--- config.mk ---
export PLATFORM = sky130hd
export DESIGN_NAME = kcr_keyed_regs
export DESIGN_NICKNAME = d
export VERILOG_FILES = /design/src/rtl/kcr_pkg.sv /design/src/rtl/kcr_decode.sv /design/src/rtl/kcr_lock.sv /design/src/rtl/kcr_store.sv /design/src/rtl/kcr_keyed_regs.sv
export SDC_FILE = /design/constraint.sdc
export NUM_CORES = 1
export LEC_CHECK = 0
export ABC_AREA = 1
export BUFFER_PORTS_ARGS = -buffer_cell sky130_fd_sc_hd__buf_2
export CAP_MARGIN = 5
export CORE_ASPECT_RATIO = 1.5
export CORE_UTILIZATION = 30
export DETAILED_ROUTE_END_ITERATION = 10
export HOLD_SLACK_MARGIN = 0.02
export PLACE_DENSITY = 0.55
export SYNTH_ARGS = -nofsm -noshare
export SYNTH_HDL_FRONTEND = slang
export SYNTH_HIERARCHICAL = 1
export SYNTH_SLANG_ARGS = --single-unit
export TNS_END_PERCENT = 20
--- constraint.sdc ---
create_clock -name clk -period 8.5 [get_ports clk]
set_input_delay 0.425 -clock clk [delete_from_list [all_inputs] [get_ports clk]]
set_output_delay 0.425 -clock clk [all_outputs]
set_load 0.03 [all_outputs]
--- src/rtl/kcr_pkg.sv ---
package kcr_pkg;
  typedef enum logic [1:0] {ACC_NONE, ACC_RO, ACC_WO, ACC_RW} acc_e;
  typedef enum logic [3:0] {
    SEL_NONE, SEL_STORE, SEL_LOCK, SEL_UNLOCK, SEL_LOCKSTA,
    SEL_PLLSTA, SEL_BOOT, SEL_ID, SEL_TRIG
  } sel_e;

  // word addresses (byte offset / 4)
  localparam int unsigned W_SCL    = 0;
  localparam int unsigned W_CLOSE  = 1;
  localparam int unsigned W_OPEN   = 2;
  localparam int unsigned W_LSTA   = 3;
  localparam int unsigned W_PLL    = 64;
  localparam int unsigned W_PLLSTA = 67;
  localparam int unsigned W_UART   = 85;
  localparam int unsigned W_RSTC   = 128;
  localparam int unsigned W_BOOT   = 151;
  localparam int unsigned W_ID     = 332;
  localparam int unsigned W_CAL    = 387;
  localparam int unsigned W_REF    = 389;
  localparam int unsigned W_PIN    = 448;

  localparam logic [15:0] KEY_CLOSE = 16'h767B;
  localparam logic [15:0] KEY_OPEN  = 16'hDF0D;
endpackage

--- src/rtl/kcr_decode.sv ---
module kcr_decode
  import kcr_pkg::*;
#(
  parameter int unsigned ADDR_W  = 10,
  parameter int unsigned NUM_PLL = 3,
  parameter int unsigned NUM_PIN = 8,
  parameter int unsigned SLOT_W  = 4
) (
  input  logic [ADDR_W-1:0] addr,
  output acc_e              acc,
  output sel_e              sel,
  output logic [SLOT_W-1:0] slot
);
  localparam logic [ADDR_W-1:0] A_SCL    = ADDR_W'(W_SCL);
  localparam logic [ADDR_W-1:0] A_CLOSE  = ADDR_W'(W_CLOSE);
  localparam logic [ADDR_W-1:0] A_OPEN   = ADDR_W'(W_OPEN);
  localparam logic [ADDR_W-1:0] A_LSTA   = ADDR_W'(W_LSTA);
  localparam logic [ADDR_W-1:0] A_PLL    = ADDR_W'(W_PLL);
  localparam logic [ADDR_W-1:0] A_PLLEND = ADDR_W'(W_PLL + NUM_PLL);
  localparam logic [ADDR_W-1:0] A_PLLSTA = ADDR_W'(W_PLLSTA);
  localparam logic [ADDR_W-1:0] A_UART   = ADDR_W'(W_UART);
  localparam logic [ADDR_W-1:0] A_RSTC   = ADDR_W'(W_RSTC);
  localparam logic [ADDR_W-1:0] A_BOOT   = ADDR_W'(W_BOOT);
  localparam logic [ADDR_W-1:0] A_ID     = ADDR_W'(W_ID);
  localparam logic [ADDR_W-1:0] A_CAL    = ADDR_W'(W_CAL);
  localparam logic [ADDR_W-1:0] A_REF    = ADDR_W'(W_REF);
  localparam logic [ADDR_W-1:0] A_PIN    = ADDR_W'(W_PIN);
  localparam logic [ADDR_W-1:0] A_PINEND = ADDR_W'(W_PIN + NUM_PIN);

  always_comb begin
    acc  = ACC_NONE;
    sel  = SEL_NONE;
    slot = '0;
    if (addr == A_SCL) begin
      acc = ACC_RW; sel = SEL_STORE; slot = '0;
    end else if (addr == A_CLOSE) begin
      acc = ACC_WO; sel = SEL_LOCK;
    end else if (addr == A_OPEN) begin
      acc = ACC_WO; sel = SEL_UNLOCK;
    end else if (addr == A_LSTA) begin
      acc = ACC_RO; sel = SEL_LOCKSTA;
    end else if (addr == A_PLLSTA) begin
      acc = ACC_RO; sel = SEL_PLLSTA;
    end else if (addr >= A_PLL && addr < A_PLLEND) begin
      acc = ACC_RW; sel = SEL_STORE;
      slot = SLOT_W'(addr - A_PLL) + SLOT_W'(1);
    end else if (addr == A_UART) begin
      acc = ACC_RW; sel = SEL_STORE; slot = SLOT_W'(NUM_PLL + 1);
    end else if (addr == A_RSTC) begin
      acc = ACC_RW; sel = SEL_STORE; slot = SLOT_W'(NUM_PLL + 2);
    end else if (addr == A_BOOT) begin
      acc = ACC_RO; sel = SEL_BOOT;
    end else if (addr == A_ID) begin
      acc = ACC_RO; sel = SEL_ID;
    end else if (addr == A_CAL || addr == A_REF) begin
      acc = ACC_WO; sel = SEL_TRIG;
    end else if (addr >= A_PIN && addr < A_PINEND) begin
      acc = ACC_RW; sel = SEL_STORE;
      slot = SLOT_W'(addr - A_PIN) + SLOT_W'(NUM_PLL + 3);
    end
  end
endmodule

--- src/rtl/kcr_lock.sv ---
module kcr_lock
  import kcr_pkg::*;
(
  input  logic        clk,
  input  logic        rst_n,
  input  logic        close_wr,
  input  logic        open_wr,
  input  logic [15:0] key,
  output logic        locked
);
  logic locked_q;

  always_ff @(posedge clk) begin
    if (!rst_n) begin
      locked_q <= 1'b1;
    end else if (close_wr && key == KEY_CLOSE) begin
      locked_q <= 1'b1;
    end else if (open_wr && key == KEY_OPEN) begin
      locked_q <= 1'b0;
    end
  end

  assign locked = locked_q;

  AST_CLOSE_KEY_ENGAGES: assert property (@(posedge clk) disable iff (!rst_n)
    (close_wr && key == KEY_CLOSE) |=> locked);
  AST_OPEN_KEY_RELEASES: assert property (@(posedge clk) disable iff (!rst_n)
    (open_wr && !close_wr && key == KEY_OPEN) |=> !locked);
  AST_LOCK_HOLDS_OTHERWISE: assert property (@(posedge clk) disable iff (!rst_n)
    !(close_wr || open_wr) |=> $stable(locked));
endmodule

--- src/rtl/kcr_store.sv ---
module kcr_store #(
  parameter int unsigned DATA_W   = 32,
  parameter int unsigned NUM_PLL  = 3,
  parameter int unsigned NUM_SLOT = 14,
  parameter int unsigned SLOT_W   = 4
) (
  input  logic              clk,
  input  logic              rst_n,
  input  logic              we,
  input  logic [SLOT_W-1:0] wslot,
  input  logic [DATA_W-1:0] wdata,
  input  logic [SLOT_W-1:0] rslot,
  output logic [DATA_W-1:0] rdata
);
  function automatic logic [DATA_W-1:0] init_of(int unsigned s);
    if (s >= 1 && s <= NUM_PLL) return DATA_W'(32'h0001_A008);
    else if (s == NUM_PLL + 1)  return DATA_W'(32'h0000_3F03);
    else if (s >= NUM_PLL + 3)  return DATA_W'(32'h0000_1601);
    else                        return '0;
  endfunction

  function automatic logic [DATA_W-1:0] mask_of(int unsigned s);
    if (s == 0) return DATA_W'(1);
    else        return '1;
  endfunction

  logic [DATA_W-1:0] word [NUM_SLOT];

  for (genvar g = 0; g < NUM_SLOT; g++) begin : g_slot
    localparam logic [DATA_W-1:0] INIT = init_of(g);
    localparam logic [DATA_W-1:0] MASK = mask_of(g);
    logic [DATA_W-1:0] r;
    always_ff @(posedge clk) begin
      if (!rst_n) begin
        r <= INIT;
      end else if (we && wslot == SLOT_W'(g)) begin
        r <= wdata & MASK;
      end
    end
    assign word[g] = r;
  end

  always_comb begin
    rdata = '0;
    for (int i = 0; i < NUM_SLOT; i++) begin
      if (rslot == SLOT_W'(i)) rdata = word[i];
    end
  end
endmodule

--- src/rtl/kcr_keyed_regs.sv ---
module kcr_keyed_regs
  import kcr_pkg::*;
#(
  parameter int unsigned ADDR_W     = 10,
  parameter int unsigned DATA_W     = 32,
  parameter int unsigned NUM_PLL    = 3,
  parameter int unsigned NUM_PIN    = 8,
  parameter logic [31:0] PLLSTA_VAL = 32'h0000_003F,
  parameter logic [31:0] BOOT_VAL   = 32'h0000_0001,
  parameter logic [31:0] ID_VAL     = 32'h1A5C_0001
) (
  input  logic              clk,
  input  logic              rst_n,
  input  logic              wr_en,
  input  logic              rd_en,
  input  logic [ADDR_W-1:0] addr,
  input  logic [DATA_W-1:0] wr_data,
  output logic [DATA_W-1:0] rd_data,
  output logic              acc_err,
  output logic              soft_rst_req
);
  localparam int unsigned NUM_SLOT = NUM_PLL + NUM_PIN + 3;
  localparam int unsigned SLOT_W   = $clog2(NUM_SLOT);
  localparam logic [SLOT_W-1:0] SLOT_RST = SLOT_W'(NUM_PLL + 2);

  acc_e              acc;
  sel_e              sel;
  logic [SLOT_W-1:0] slot;
  logic              locked;
  logic [DATA_W-1:0] store_rd;

  kcr_decode #(.ADDR_W(ADDR_W), .NUM_PLL(NUM_PLL), .NUM_PIN(NUM_PIN), .SLOT_W(SLOT_W))
    u_dec (.addr(addr), .acc(acc), .sel(sel), .slot(slot));

  logic wr_hit, key_wr, store_we, rd_ok, err_d, srst_d;
  logic [DATA_W-1:0] rd_mux, rd_d;

  assign wr_hit   = wr_en && (acc == ACC_RW || acc == ACC_WO);
  assign key_wr   = (sel == SEL_LOCK) || (sel == SEL_UNLOCK);
  assign store_we = wr_hit && !locked && sel == SEL_STORE;
  assign rd_ok    = rd_en && !wr_en && (acc == ACC_RO || acc == ACC_RW);
  assign err_d    = (wr_en && !wr_hit)
                 || (wr_hit && !key_wr && locked)
                 || (rd_en && !wr_en && !(acc == ACC_RO || acc == ACC_RW));
  assign srst_d   = store_we && slot == SLOT_RST && wr_data[0];

  kcr_lock u_lock (
    .clk(clk), .rst_n(rst_n),
    .close_wr(wr_en && sel == SEL_LOCK),
    .open_wr(wr_en && sel == SEL_UNLOCK),
    .key(wr_data[15:0]), .locked(locked)
  );

  kcr_store #(.DATA_W(DATA_W), .NUM_PLL(NUM_PLL), .NUM_SLOT(NUM_SLOT), .SLOT_W(SLOT_W))
    u_store (.clk(clk), .rst_n(rst_n), .we(store_we), .wslot(slot),
             .wdata(wr_data), .rslot(slot), .rdata(store_rd));

  always_comb begin
    unique case (sel)
      SEL_STORE:   rd_mux = store_rd;
      SEL_LOCKSTA: rd_mux = DATA_W'(locked);
      SEL_PLLSTA:  rd_mux = DATA_W'(PLLSTA_VAL);
      SEL_BOOT:    rd_mux = DATA_W'(BOOT_VAL);
      SEL_ID:      rd_mux = DATA_W'(ID_VAL);
      default:     rd_mux = '0;
    endcase
  end

  assign rd_d = rd_ok ? rd_mux : '0;

  always_ff @(posedge clk) begin
    if (!rst_n) begin
      rd_data      <= '0;
      acc_err      <= 1'b0;
      soft_rst_req <= 1'b0;
    end else begin
      rd_data      <= rd_d;
      acc_err      <= err_d;
      soft_rst_req <= srst_d;
    end
  end

  AST_LOCKED_WRITE_FLAGGED: assert property (@(posedge clk) disable iff (!rst_n)
    (wr_en && locked && sel == SEL_STORE) |=> acc_err);
  AST_WO_READ_ZERO: assert property (@(posedge clk) disable iff (!rst_n)
    (rd_en && !wr_en && acc == ACC_WO) |=> (acc_err && rd_data == '0));
  AST_RO_WRITE_FLAGGED: assert property (@(posedge clk) disable iff (!rst_n)
    (wr_en && acc == ACC_RO) |=> acc_err);
  AST_SRST_ONLY_UNLOCKED: assert property (@(posedge clk) disable iff (!rst_n)
    soft_rst_req |-> !$past(locked));
  AST_UNMAPPED_READ: assert property (@(posedge clk) disable iff (!rst_n)
    (rd_en && !wr_en && acc == ACC_NONE) |=> (acc_err && rd_data == '0));
  AST_DUAL_STROBE_NO_DATA: assert property (@(posedge clk) disable iff (!rst_n)
    (rd_en && wr_en) |=> rd_data == '0);
endmodule

---- Yosys cells after proc, flatten, opt, wreduce, memory -nomap -nowiden ----
Cells that the tools add are included.
word-level totals
  output and inout bits ................... 34
  register bits ........................... 452
  input bits .............................. 46
cells by class
  $lt $le $gt $ge ......................... 4
  add/subtract/negate cells ............... 4
  equality and inequality tests ........... 35
  muxes and demuxes ....................... 51
  bitwise gates (word level) .............. 1
  reduce and logical (&&, ||, !) cells .... 45
operators with widths
  kind                                                                            count
  32-bit 2-to-1 mux                                                               13
  32-bit one-hot mux with 5 select lines                                          1
  4-bit 2-to-1 mux                                                                23
  4-bit by 3-bit == test with 1-bit output (second input constant)                8
  10-bit by 9-bit == test with 1-bit output (second input constant)               3
  1-bit logical AND                                                               30
  4-bit == test (second input constant)                                           6
  2-bit 2-to-1 mux                                                                12
  10-bit by 2-bit == test with 1-bit output (second input constant)               2
  10-bit by 7-bit == test with 1-bit output (second input constant)               2
  10-bit by 8-bit == test with 1-bit output (second input constant)               2
  16-bit by 15-bit == test with 1-bit output (second input constant)              1
  16-bit == test (second input constant)                                          1
  4-bit by 2-bit == test with 1-bit output (second input constant)                4
  10-bit by 1-bit == test with 1-bit output (second input constant)               1
  10-bit by 7-bit >= comparator with 1-bit output (second input constant)         1
  10-bit by 9-bit >= comparator with 1-bit output (second input constant)         1
  10-bit zero test                                                                1
  10-bit by 7-bit less-than comparator with 1-bit output (second input constant)  1
  10-bit by 9-bit less-than comparator with 1-bit output (second input constant)  1
  4-bit by 1-bit == test with 1-bit output (second input constant)                2
  4-bit by 1-bit subtractor with 4-bit output (second input constant)             2
  1-bit logical OR                                                                6
  1-bit zero test                                                                 5
  9 further kinds                                                                 11

---- Longest topological paths before layout ----
Gate-level depths: netlist of the first run.
  word-level depth ........................ 30
  gate-level depth with buffers ........... 24
  gate-level depth less buffers ........... 21

---- By module ----
The synthesis of the first run kept the hierarchy.
by module, submodules not included
  module          area an instance (um^2)  cells each  sequential area each (um^2)  instances
  kcr_store       17695.7                  2647        8348.0                       1
  kcr_keyed_regs  1238.7                   119         680.7                        1
  kcr_decode      501.7                    93          0.0                          1
  kcr_lock        163.9                    37          20.0                         1

---- Worst setup path after synthesis of the first run ----
No wires, ideal clock.
  path type ............................... input to register
  start ................................... input port addr[1]
  end ..................................... register u_store.g_slot[3].r[29]
  path buffers ............................ 3
  cell stages on the path ................. 22
  path slack .............................. 5.516 ns
  arrival ................................. 2.865 ns
  library setup time ...................... 0.119 ns
  cells stage by stage .................... inv_1 > ha_1 > nand3_1 > nor3_2 > nor2_1 > nand4_1 > nand2_1 > nand2_1 > inv_2 > nor2_8 > buf_4 > nand3_1 > inv_1 > inv_1 > nor3_1 > inv_1 > nor2_2 > inv_1 > clkbuf_1 > buf_2 > o21ai_1 > a21oi_1
between the ends
  elaborated cells between the ends (all ways) .. 67
RTL lines
  item                                                                                                                       RTL line              text
  from (decl)                                                                                                                kcr_keyed_regs.sv:16  input logic [ADDR_W-1:0] addr,
  10-bit by 9-bit >= comparator with 1-bit output or 10-bit by 9-bit less-than comparator with 1-bit output (tied branches)  kcr_decode.sv:57      end else if (addr >= A_PIN && addr < A_PINEND) begin
  1-bit logical AND                                                                                                          kcr_decode.sv:57
  1-bit 2-to-1 mux                                                                                                           kcr_decode.sv:57
  4-bit 2-to-1 mux                                                                                                           kcr_decode.sv:55      end else if (addr == A_CAL || addr == A_REF) begin
  4-bit 2-to-1 mux                                                                                                           kcr_decode.sv:53      end else if (addr == A_ID) begin
  4-bit 2-to-1 mux                                                                                                           kcr_decode.sv:51      end else if (addr == A_BOOT) begin
  4-bit 2-to-1 mux                                                                                                           kcr_decode.sv:49      end else if (addr == A_RSTC) begin
  4-bit 2-to-1 mux                                                                                                           kcr_decode.sv:47      end else if (addr == A_UART) begin
  [... 3 more ...]                                                                                                           --
  4-bit 2-to-1 mux                                                                                                           kcr_decode.sv:38      end else if (addr == A_OPEN) begin
  4-bit 2-to-1 mux                                                                                                           kcr_decode.sv:36      end else if (addr == A_CLOSE) begin
  4-bit 2-to-1 mux *                                                                                                         kcr_decode.sv:34      if (addr == A_SCL) begin
  net sel[0]                                                                                                                 kcr_keyed_regs.sv:27  sel_e sel;
  4-bit by 1-bit == test with 1-bit output *                                                                                 kcr_keyed_regs.sv:40  assign store_we = wr_hit && !locked && sel == SEL_STORE;
  1-bit logical AND *                                                                                                        kcr_keyed_regs.sv:40
  net store_we                                                                                                               kcr_keyed_regs.sv:35  logic wr_hit, key_wr, store_we, rd_ok, err_d, srst_d;
  1-bit logical AND *                                                                                                        kcr_store.sv:36       end else if (we && wslot == SLOT_W'(g)) begin
  to (signal assigned)                                                                                                       kcr_store.sv:37       r <= wdata & MASK;
  to (decl)                                                                                                                  kcr_store.sv:32       logic [DATA_W-1:0] r;
Mark *: on every way through the listed nets, which the timed path passes. The rest lies on a longest branch.
A chain may end at the register's enable or synchronous reset.

---- Worst setup path after layout of the first run ----
  start ................................... input port addr[1]
  end ..................................... register u_store.g_slot[7].r[13]
between the ends
  elaborated cells between the ends (all ways) .. 67
RTL lines
  item                                                                                                                       RTL line
  10-bit by 9-bit >= comparator with 1-bit output or 10-bit by 9-bit less-than comparator with 1-bit output (tied branches)  kcr_decode.sv:57
  1-bit logical AND                                                                                                          kcr_decode.sv:57
  1-bit 2-to-1 mux                                                                                                           kcr_decode.sv:57
  4-bit 2-to-1 mux                                                                                                           kcr_decode.sv:55
  4-bit 2-to-1 mux                                                                                                           kcr_decode.sv:53
  4-bit 2-to-1 mux                                                                                                           kcr_decode.sv:51
  4-bit 2-to-1 mux                                                                                                           kcr_decode.sv:49
  4-bit 2-to-1 mux                                                                                                           kcr_decode.sv:47
  [... 3 more ...]                                                                                                           --
  4-bit 2-to-1 mux                                                                                                           kcr_decode.sv:38
  4-bit 2-to-1 mux                                                                                                           kcr_decode.sv:36
  4-bit 2-to-1 mux *                                                                                                         kcr_decode.sv:34
  net sel[0]                                                                                                                 kcr_keyed_regs.sv:27
  4-bit by 1-bit == test with 1-bit output *                                                                                 kcr_keyed_regs.sv:40
  1-bit logical AND *                                                                                                        kcr_keyed_regs.sv:40
  net store_we                                                                                                               kcr_keyed_regs.sv:35
  1-bit logical AND *                                                                                                        kcr_store.sv:36
  to (signal assigned)                                                                                                       kcr_store.sv:37
  to (decl)                                                                                                                  kcr_store.sv:32
Marked as above.

==> results.cfg, run 1 <==
[placed_design]
dpl.hpwl_um = 40900
place_congestion = 0.853
io_buffers = 79
dp_cells = 3680

[clock_tree]
hold_buffers = 0
root_buffer = clkbuf_16
postCtsSetupBuffers = 0
cts_sinks = 452
path_clk_slew_ps = 70
htreeDepth = 2
worstSkewPairLatency_ps = 560
clk_path_buf_depth = 3
post_cts_resized = 0
numCtsBuffers = 42
cts_tree = yes

[critical_path]
cp.arrival_ps = 4410
crit_required_ps = 8910
critPathMaxFanout = 34
r2r-end = u_store/g_slot[7].r[13]$_SDFFE_PN0P_
criticalPathCategory = in2reg
r2r-start = u_lock/locked$_SDFFE_PP1P_
cp-end-kind = flip-flop
r2r_slack_ps = 5370
critPathLaunch = addr[1]
start_kind = primary input
reg2reg_depth = 13

[detailed_routing]
wire_per_inst_um = 17.3
first_iter_violations = 1408
via_per_inst = 4.77
ant_nets = 0
drc = 0
wirelength_um = 64800
top_layer = met5
vias = 17887
wl_met2_um = 33800
wl_met1_um = 25800
wl_met3_um = 2220
first_pass_iters = 5

[pwr]
pwr-share-comb_pct = 3.1
pwr-share-clk_pct = 44.4
power_w = 0.00403
p_switching_w = 0.000933
peakVddDrop_uv = 115
sw_frac_of_total_pct = 23.1
intPower_w = 0.00310
power.density_nw_per_um2 = 185
seqPwrFrac_pct = 52.5
p_leak_nw = 9.41

[cells_and_area]
nNetsFinal = 2906
post-route-util_pct = 33.9
syn_to_final_growth_pct = 11.4
regArea_um2 = 9050
fin_cells = 3753
layout-drive-gt1-share_pct = 8.41
fillCellCount = 7047
multiInputGateArea_um2 = 9130

[yosys]
ys_ff_latch = 452
yosys-top-cells-area = dfxtp_1 46%, nor2_1 15%, nand2_1 11%
synth_xor_area_share_pct = 0.0447
synth-compound-area-share_pct = 12.1
synth_cells = 2896
synth_simple_gate_area_share_pct = 33.9
ys_async_sr_fraction_pct = 0
synthTopCellsByCount = 795 x nor2_1, 556 x nand2_1, 452 x dfxtp_1
synthAdderAreaFrac_pct = 0.383
yosysMostFrequentCell = nor2_1
synthMuxAreaShare_pct = 0
syn_avg_cell_area_um2 = 6.77
ys.flop_type = dfxtp_1
synth_top_family_by_area = simple AND/OR/NAND/NOR gates
ys_types = 36
ys_seq_area_share_pct = 46.2
yosysWarnings = 6
syn_area_um2 = 19600
yosysTopAreaCell = dfxtp_1
synth.top_cell.area_share_pct = 46.2
synth_edf_count = 0
synthesis.nets = 2948

[job]
cap_violations = 0

[hold_path]
hold_depth = 3
min_to = acc_err$_SDFF_PN0_
worstHoldPathType = in2reg
min_from = rd_en

[floorplan]
start_util_pct = 30.4
die_area_um2 = 66400
row_count = 114
die_w_um = 211
ios = 80
core_um2 = 64500
die_h_um = 315

[sta]
grt_setup_unrepaired = false
finalSetupViolations = 0
slew_violations = 0
hold-worst-slack_ps = 228
fin_crit_sh_pct = 47.0
slew_headroom_pct = 15.5
setup_tns_ps = 0
fmax_mhz = 250
hold_viol = 0
worst_pin_slew_ps = 1270
min_period_ps = 3990
finalClockSkew_ps = 17.1

[global_routing]
grt-ovfl-total = 0
grt_max_degree = 130
grt_usage_pct = 19.3
grt_pass1_wl_um = 99500
grt_pass1_vias = 16719
grt_antenna_before_repair = 5

[status]
status = finished clean
[cell type report]
type,instances,share of cell area (%)
clock buffer,57,5.35
inverter,175,3.01
clock inverter,12,0.315
timing repair buffer,113,3.03
multi-input combinational,2070,41.8
sequential,452,41.5
antenna,4,0.0459
tap,870,4.99
[registers in the layout, indices dropped and copies added, names as in the netlist]
| register | flops |
|---|---|
| u_store/g_slot.r | 417 |
| u_lock/locked | 1 |
| soft_rst_req | 1 |
| acc_err | 1 |
| rd_data | 32 |
[cells by family (layout without fill, tap and decap cells)]
logic type | after synthesis | after routing
buffers and inverters | 374 | 357
DFF | 452 | 452
adders and majority gates | 6 | 6
AOI/OAI and AO/OA | 463 | 463
xor gates and xnor gates | 1 | 1
other | 0 | 4
and+or+nand+nor | 1600 | 1600
[through the flow]
step                      cell area [µm²]  setup slack, ps
after floorplan                     19600             5520
after global placement              20600             3970
after detailed placement            20600             3980
after CTS                           21800             4550
after global routing                21800             4120
final                               21800             4510
[placed cells by master (no fill, tap or decap), drive strengths merged, types with 9 or more instances in the layout]
master,instances
nand4,71
o21ai,367
or2,24
nand2,561
a21oi,77
clkinv,15
nor2,810
nor3,9
o211ai,17
nand3,103
buf,113
inv,170
nor3b,19
clkbuf,57
dfxtp,452
[per-layer routing]
layer / global-route usage, % / vias to the layer above
li1: - / 9057
met1: 21.5 / 8341
met2: 36.4 / 371
met3: 2.03 / 116
met4: 8.99 / 2
met5: 0 / -
[power groups by stage]
stage / clock, W / combinational (W) / sequential (W)
6_report: 0.00179 / 0.000126 / 0.00212
5_1_grt: 0.00191 / 0.000135 / 0.00212
4_1_cts: 0.00184 / 0.000128 / 0.00212
3_5_place_dp: 0 / 0.000128 / 0.00217
3_3_place_gp: 0 / 0.000128 / 0.00217
2_1_floorplan: 0 / 0.0000645 / 0.00217
[critical path, stage by stage]
cell and delay, ps:
buf_2 120, inv_1 120, ha_1 210, nand3_1 140, nor3_2 280, nor2_1 80, nand4_1 70, nand2_1 60
nand2_1 120, inv_2 90, nor2_8 200, nand3_1 190, inv_1 160, inv_1 70, nor3_1 130, inv_1 110
nor2_2 90, buf_4 320, clkinv_1 900, o21ai_0 450, a21oi_1 60
[how the worst max path moves through the flow]
| stage | endpoint | slack, ps | cells after the start |
|---|---|---|---|
| after detailed placement | u_store/g_slot[7].r[13]$_SDFFE_PN0P_ | 3980 | 21 |
| after CTS | u_store/g_slot[7].r[13]$_SDFFE_PN0P_ | 4550 | 21 |
| after floorplan | u_store/g_slot[3].r[29]$_SDFFE_PN0P_ | 5520 | 22 |
| final | u_store/g_slot[7].r[13]$_SDFFE_PN0P_ | 4510 | 21 |
| after global placement | u_store/g_slot[7].r[13]$_SDFFE_PN0P_ | 3970 | 21 |
| after global routing | u_store/g_slot[7].r[13]$_SDFFE_PN0P_ | 4120 | 21 |
Power figures use the tool's default switching activity.
==> run 2: changes to the inputs <==
Settings changed: PLACE_DENSITY 0.55 to 0.56.
Clock period 8.5 ns to 3.32 ns, I/O delays scaled along.
==> run 2 against run 1 <==
  * Total power rose to 2.7 times the previous value
  * Clock skew down 6.3 ps
  * Routed wire length up 3.9%
  * Global-route usage up 0.91 points
  * Clock power rose to 2.8 times the previous value
  * Combinational power rose to 2.6 times the previous value
  * Critical path type unchanged
  * Highest routed layer unchanged
==> results.cfg, run 2 (synthesis gave the netlist of run 1 again) <==
[status]
status = finished clean

[sta]
grt_setup_unrepaired = false
fmax_mhz = 366
min_period_ps = 2730
slew_violations = 0
slew_headroom_pct = 43.8
hold_viol = 0
finalSetupViolations = 0
finalClockSkew_ps = 10.9
setup_tns_ps = 0
fin_crit_sh_pct = 82.4
worst_pin_slew_ps = 842

[cells_and_area]
nNetsFinal = 2974
syn_to_final_growth_pct = 16.2
fillCellCount = 6979
layout-drive-gt1-share_pct = 10.7
final_common_cell = nor2_1
n_antenna_cell = 0
reg_top3 = u_store/g_slot.r (417), rd_data (32)
layout_common_cells = 779 x nor2_1, 556 x nand2_1, 452 x dfxtp_1
largest_reg_flops = 417
top_register = u_store/g_slot.r

[pwr]
p_leak_nw = 9.92
power_w = 0.0107
peakVddDrop_uv = 322
power.density_nw_per_um2 = 470

[critical_path]
critPathMaxFanout = 12
crit_required_ps = 3750
cp-end-kind = flip-flop
worst_path_max_delay_cell = nor3_2
start_kind = primary input
crit_path_cell_trace = buf_2 -> inv_1 -> ha_1 -> nand3_1 -> nor3_2 -> nor3_1 -> nor2_1 -> inv_2 -> nand2_1 -> nor2_2 -> buf_12 -> buf_4 -> nand2_1 -> nand2_1 -> nor2_1 -> nand3_1 -> nand2_1 -> nand4_1 -> nor2_1 -> nand4_1 -> o211ai_1 -> nor2_1
slowest_delay_ps = 270
cp.arrival_ps = 3160
criticalPathCategory = in2reg

[job]
cap_violations = 0

[clock_tree]
cts_tree = yes
clk_path_buf_depth = 3
path_clk_slew_ps = 60
numCtsBuffers = 44
root_buffer = clkbuf_16
post_cts_resized = 0
postCtsSetupBuffers = 0
worstSkewPairLatency_ps = 560
htreeDepth = 2
cts_sinks = 452

[floorplan]
die_h_um = 315
ios = 80
die_w_um = 211
core_um2 = 64500
start_util_pct = 30.4
die_area_um2 = 66400
row_count = 114

[global_routing]
grt-ovfl-total = 0
grt_pass1_vias = 17442
grt_max_degree = 136
grt_pass1_wl_um = 104000
grt_antenna_before_repair = 2
grt_usage_pct = 20.2

[detailed_routing]
first_iter_violations = 1292
drc = 0
ant_nets = 0
wirelength_um = 67300
via_per_inst = 4.79
wire_per_inst_um = 17.6
first_pass_iters = 6
vias = 18313

[placed_design]
dpl.hpwl_um = 44500
io_buffers = 79
place_congestion = 0.889

[hold_path]
worstHoldPathType = in2reg
[run 2: cell types whose count changed in the layout (fill, tap and decap cells not counted), moves of 4 or more]
cell and change:
diode_2 -4, buf_4 +39, buf_12 +25, clkbuf_8 +4
[run 2: through the flow]
stage          instances  hold WS [ps]  setup slack [ps]  utilization, %  area, µm²
2_1_floorplan       2896           275               595               -      19600
5_1_grt             3824          59.7               255            35.3      22800
6_report            3824          24.8               586            35.3      22800
3_5_place_dp        3744           435              21.3            33.2      21400
3_3_place_gp        3744           432              75.1            33.2      21400
4_1_cts             3824          23.1               601            35.3      22800
[run 2: critical path, delay by kind of cell]
family                     cells  cell delay, ps
and+or+nand+nor               15            1940
buffers and inverters          5             610
adders and majority gates      1             210
AOI/OAI and AO/OA              1             190
[run 2: worst paths after layout]
| kind | start | endpoint | slack, ps | depth (start not counted) |
|---|---|---|---|---|
| setup reg to reg | u_lock/locked$_SDFFE_PP1P_ | u_store/g_slot[10].r[29]$_SDFFE_PN0P_ | 1270 | 13 |
| hold reg to reg | u_store/g_slot[8].r[21]$_SDFFE_PN0P_ | u_store/g_slot[8].r[21]$_SDFFE_PN0P_ | 450 | 2 |
| hold / removal | rst_n | u_store/g_slot[7].r[0]$_SDFFE_PN1P_ | 20 | 2 |
| setup / recovery | addr[1] | rd_data[5]$_SDFF_PN0_ | 590 | 22 |
[run 2: metal layers]
metal | share of wire (%) | track usage, % | up-vias | wire (µm)
li1 | - | - | 9207 | -
met2 | 53 | 38.7 | 408 | 35700
met4 | 3.1 | 6.74 | 4 | 2080
met1 | 40 | 23.2 | 8578 | 26900
met3 | 3.9 | 1.93 | 116 | 2630
met5 | 0.040 | 0 | - | 27
[run 2: final cells by class]
type	count	area [µm²]	share of cell area (%)
Clock inverter	16	118	0.516
Clock buffer	62	1270	5.57
Timing Repair Buffer	179	1470	6.47
Tap cell	870	1090	4.78
Sequential cell	452	9050	39.7
Inverter	175	657	2.88
Multi-Input combinational cell	2070	9130	40.1
[run 2: timing repair]
action	CTS	global route
hold endpoints to repair	1	0
endpoints found under the setup margin	0	0
hold buffers	2	0
[run 2: power breakdown]
group	internal [W]	switching, W	total (W)
clock network	0.00275	0.00222	0.00496
registers	0.00542	0.000000154	0.00542
logic	0.0000655	0.000267	0.000333
total	0.00823	0.00248	0.0107
==> run 3: changes to the inputs <==
Clock period 3.32 ns to 2.4 ns, I/O delays scaled along.
==> run 3 against run 2 <==
  * Sequential cell count is the same
  * Largest power group unchanged
  * Combinational power grew 70%
  * Critical path type unchanged
  * Clock power grew 50%
  * Count of clock-buffer cells in the layout shrank 4
  * Hold slack gained 12 ps
  * Cell count grew 4.1%
  * First-iteration DRC count grew 5.0%
  * Setup slack lost 530 ps
  * Non-clock buffer count grew 154
  * Clock skew grew 6.7 ps
==> results.cfg, run 3 (synthesis gave the netlist of run 1 again) <==
[cells_and_area]
syn_to_final_growth_pct = 27.5
reg_top3 = u_store/g_slot.r (417), rd_data (32)
layout-drive-gt1-share_pct = 17.4
top_register = u_store/g_slot.r
layout_common_cells = 762 x nor2_1, 538 x nand2_1, 452 x dfxtp_1
largest_reg_flops = 417
final_area_um2 = 25000
nNetsFinal = 3129
fin_cells = 3980
final_common_cell = nor2_1

[detailed_routing]
top_layer = met5
ant_nets = 0
vias = 19153
wire_per_inst_um = 17.8
wl_met1_um = 27700
drc = 0
wl_met2_um = 36600
via_per_inst = 4.81
first_pass_iters = 5
first_iter_violations = 1357
wl_met3_um = 3090
wirelength_um = 70800

[critical_path]
critPathMaxFanout = 5
criticalPathCategory = in2reg
crit_required_ps = 2840
cp.arrival_ps = 2780
start_kind = primary input
cp-end-kind = flip-flop

[sta]
min_period_ps = 2340
grt_setup_unrepaired = true
layout_setup_ws_ps = 59.6
slew_violations = 0
fmax_mhz = 427
hold-worst-slack_ps = 36.4
worst_pin_slew_ps = 586
slew_headroom_pct = 60.9
finalClockSkew_ps = 17.6
fin_crit_sh_pct = 97.5
finalSetupViolations = 0
hold_viol = 0

[floorplan]
row_count = 114
core_um2 = 64500
start_util_pct = 30.4
die_area_um2 = 66400
die_h_um = 315
ios = 80
die_w_um = 211

[status]
status = finished clean

[pwr]
pwr-share-clk_pct = 47.9
seqPwrFrac_pct = 48.4
intPower_w = 0.0120
pwr-share-comb_pct = 3.7
power_w = 0.0155
p_switching_w = 0.00351
peakVddDrop_uv = 412
p_leak_nw = 11.0
sw_frac_of_total_pct = 22.6
power.density_nw_per_um2 = 620

[placed_design]
dpl.hpwl_um = 47500
dp_cells = 3851
place_congestion = 0.854
io_buffers = 79
place_area_um2 = 22500
dp_slack_ps = -728

[global_routing]
grt_pass1_wl_um = 107000
grt_max_degree = 136
grt_antenna_before_repair = 2
grt-ovfl-total = 0
grt_usage_pct = 20.8
grt_pass1_vias = 18401

[job]
cap_violations = 0

[clock_tree]
root_buffer = clkbuf_16
cts_sinks = 452
htreeDepth = 2
cts_tree = yes
clk_path_buf_depth = 3
path_clk_slew_ps = 60
numCtsBuffers = 44
worstSkewPairLatency_ps = 570

[hold_path]
worstHoldPathType = in2reg
## run 3: changes by cell type in the layout (fill, tap and decap cells not counted), moves of 9 or more
cell,previous run,this run
nor2_1,779,762
nand2_2,4,14
buf_4,73,170
inv_1,158,143
nor2_4,4,21
buf_12,25,44
buf_6,0,18
nand3_2,1,10
dlygate4sd3_1,2,19
inv_2,11,21
nand3_1,102,91
nand2_1,556,538
## run 3: worst paths after layout
kind                                                     startpoint                                    to  slack, ps  cells past startpoint
worst min register to register  u_store/g_slot[8].r[4]$_SDFFE_PN0P_   u_store/g_slot[8].r[4]$_SDFFE_PN0P_        450                      2
worst max register to register           u_lock/locked$_SDFFE_PP1P_  u_store/g_slot[11].r[4]$_SDFFE_PN0P_        430                     13
worst max-delay path                                        addr[9]                 rd_data[1]$_SDFF_PN0_         60                     23
worst min-delay path                                    wr_data[30]  u_store/g_slot[1].r[30]$_SDFFE_PN0P_         40                      3
## run 3: stage by stage
step           TNS, ps  utilization [%]
6_report             0             38.8
5_1_grt           -659             38.8
4_1_cts          -17.3             37.7
3_5_place_dp   -138610             34.9
3_3_place_gp   -135620             34.9
2_1_floorplan    -3.06                -
## run 3: timing repair
| action | in CTS | in global routing |
|---|---|---|
| hold buffers | 19 | 0 |
| endpoints found under the hold margin | 167 | 0 |
| cloned | 0 | 5 |
| setup buffers | 4 | 23 |
| gates resized for setup | 21 | 115 |
| endpoints found under the setup margin | 27 | 206 |
| pin swaps | 7 | 54 |
## run 3: cell type report
type,instances,area (µm²)
Sequential cell,452,9050
Fill cell,6801,39500
Timing Repair Buffer,333,3080
Clock inverter,20,274
Antenna cell,1,2.50
Multi-Input combinational cell,2071,9560
Tap cell,870,1090
Inverter,175,678
Clock buffer,58,1250
## run 3: routing by layer
metal  vias to the layer above  global-route usage, %
li1                       9526                      -
met1                      8944                   23.4
met2                       534                   39.2
met3                       147                   1.90
met4                         2                   9.42
met5                         -                      0
## run 3: critical path, cell delays in order
cell      delay (ps)
clkbuf_4         150
inv_4             70
nand2_4           50
nor2_4           150
nand4_1          190
o21ai_2          270
buf_6            150
inv_2             50
nand2_4           90
buf_6            110
nor2_4            60
buf_12           140
buf_8            130
nand2_4           50
nand2_2           50
inv_2             40
nand3_2           80
nand2_4          110
nand4_1          130
nor2_1           160
nand4_1          110
o211ai_1         210
nor2_1            80
## run 3: power groups by stage
stage               logic, W  registers, W  clock network (W)
floorplan           0.000234       0.00767                  0
global placement    0.000510       0.00767                  0
detailed placement  0.000510       0.00767                  0
CTS                 0.000542       0.00750            0.00758
global route        0.000605       0.00749            0.00783
finish              0.000567       0.00750            0.00743
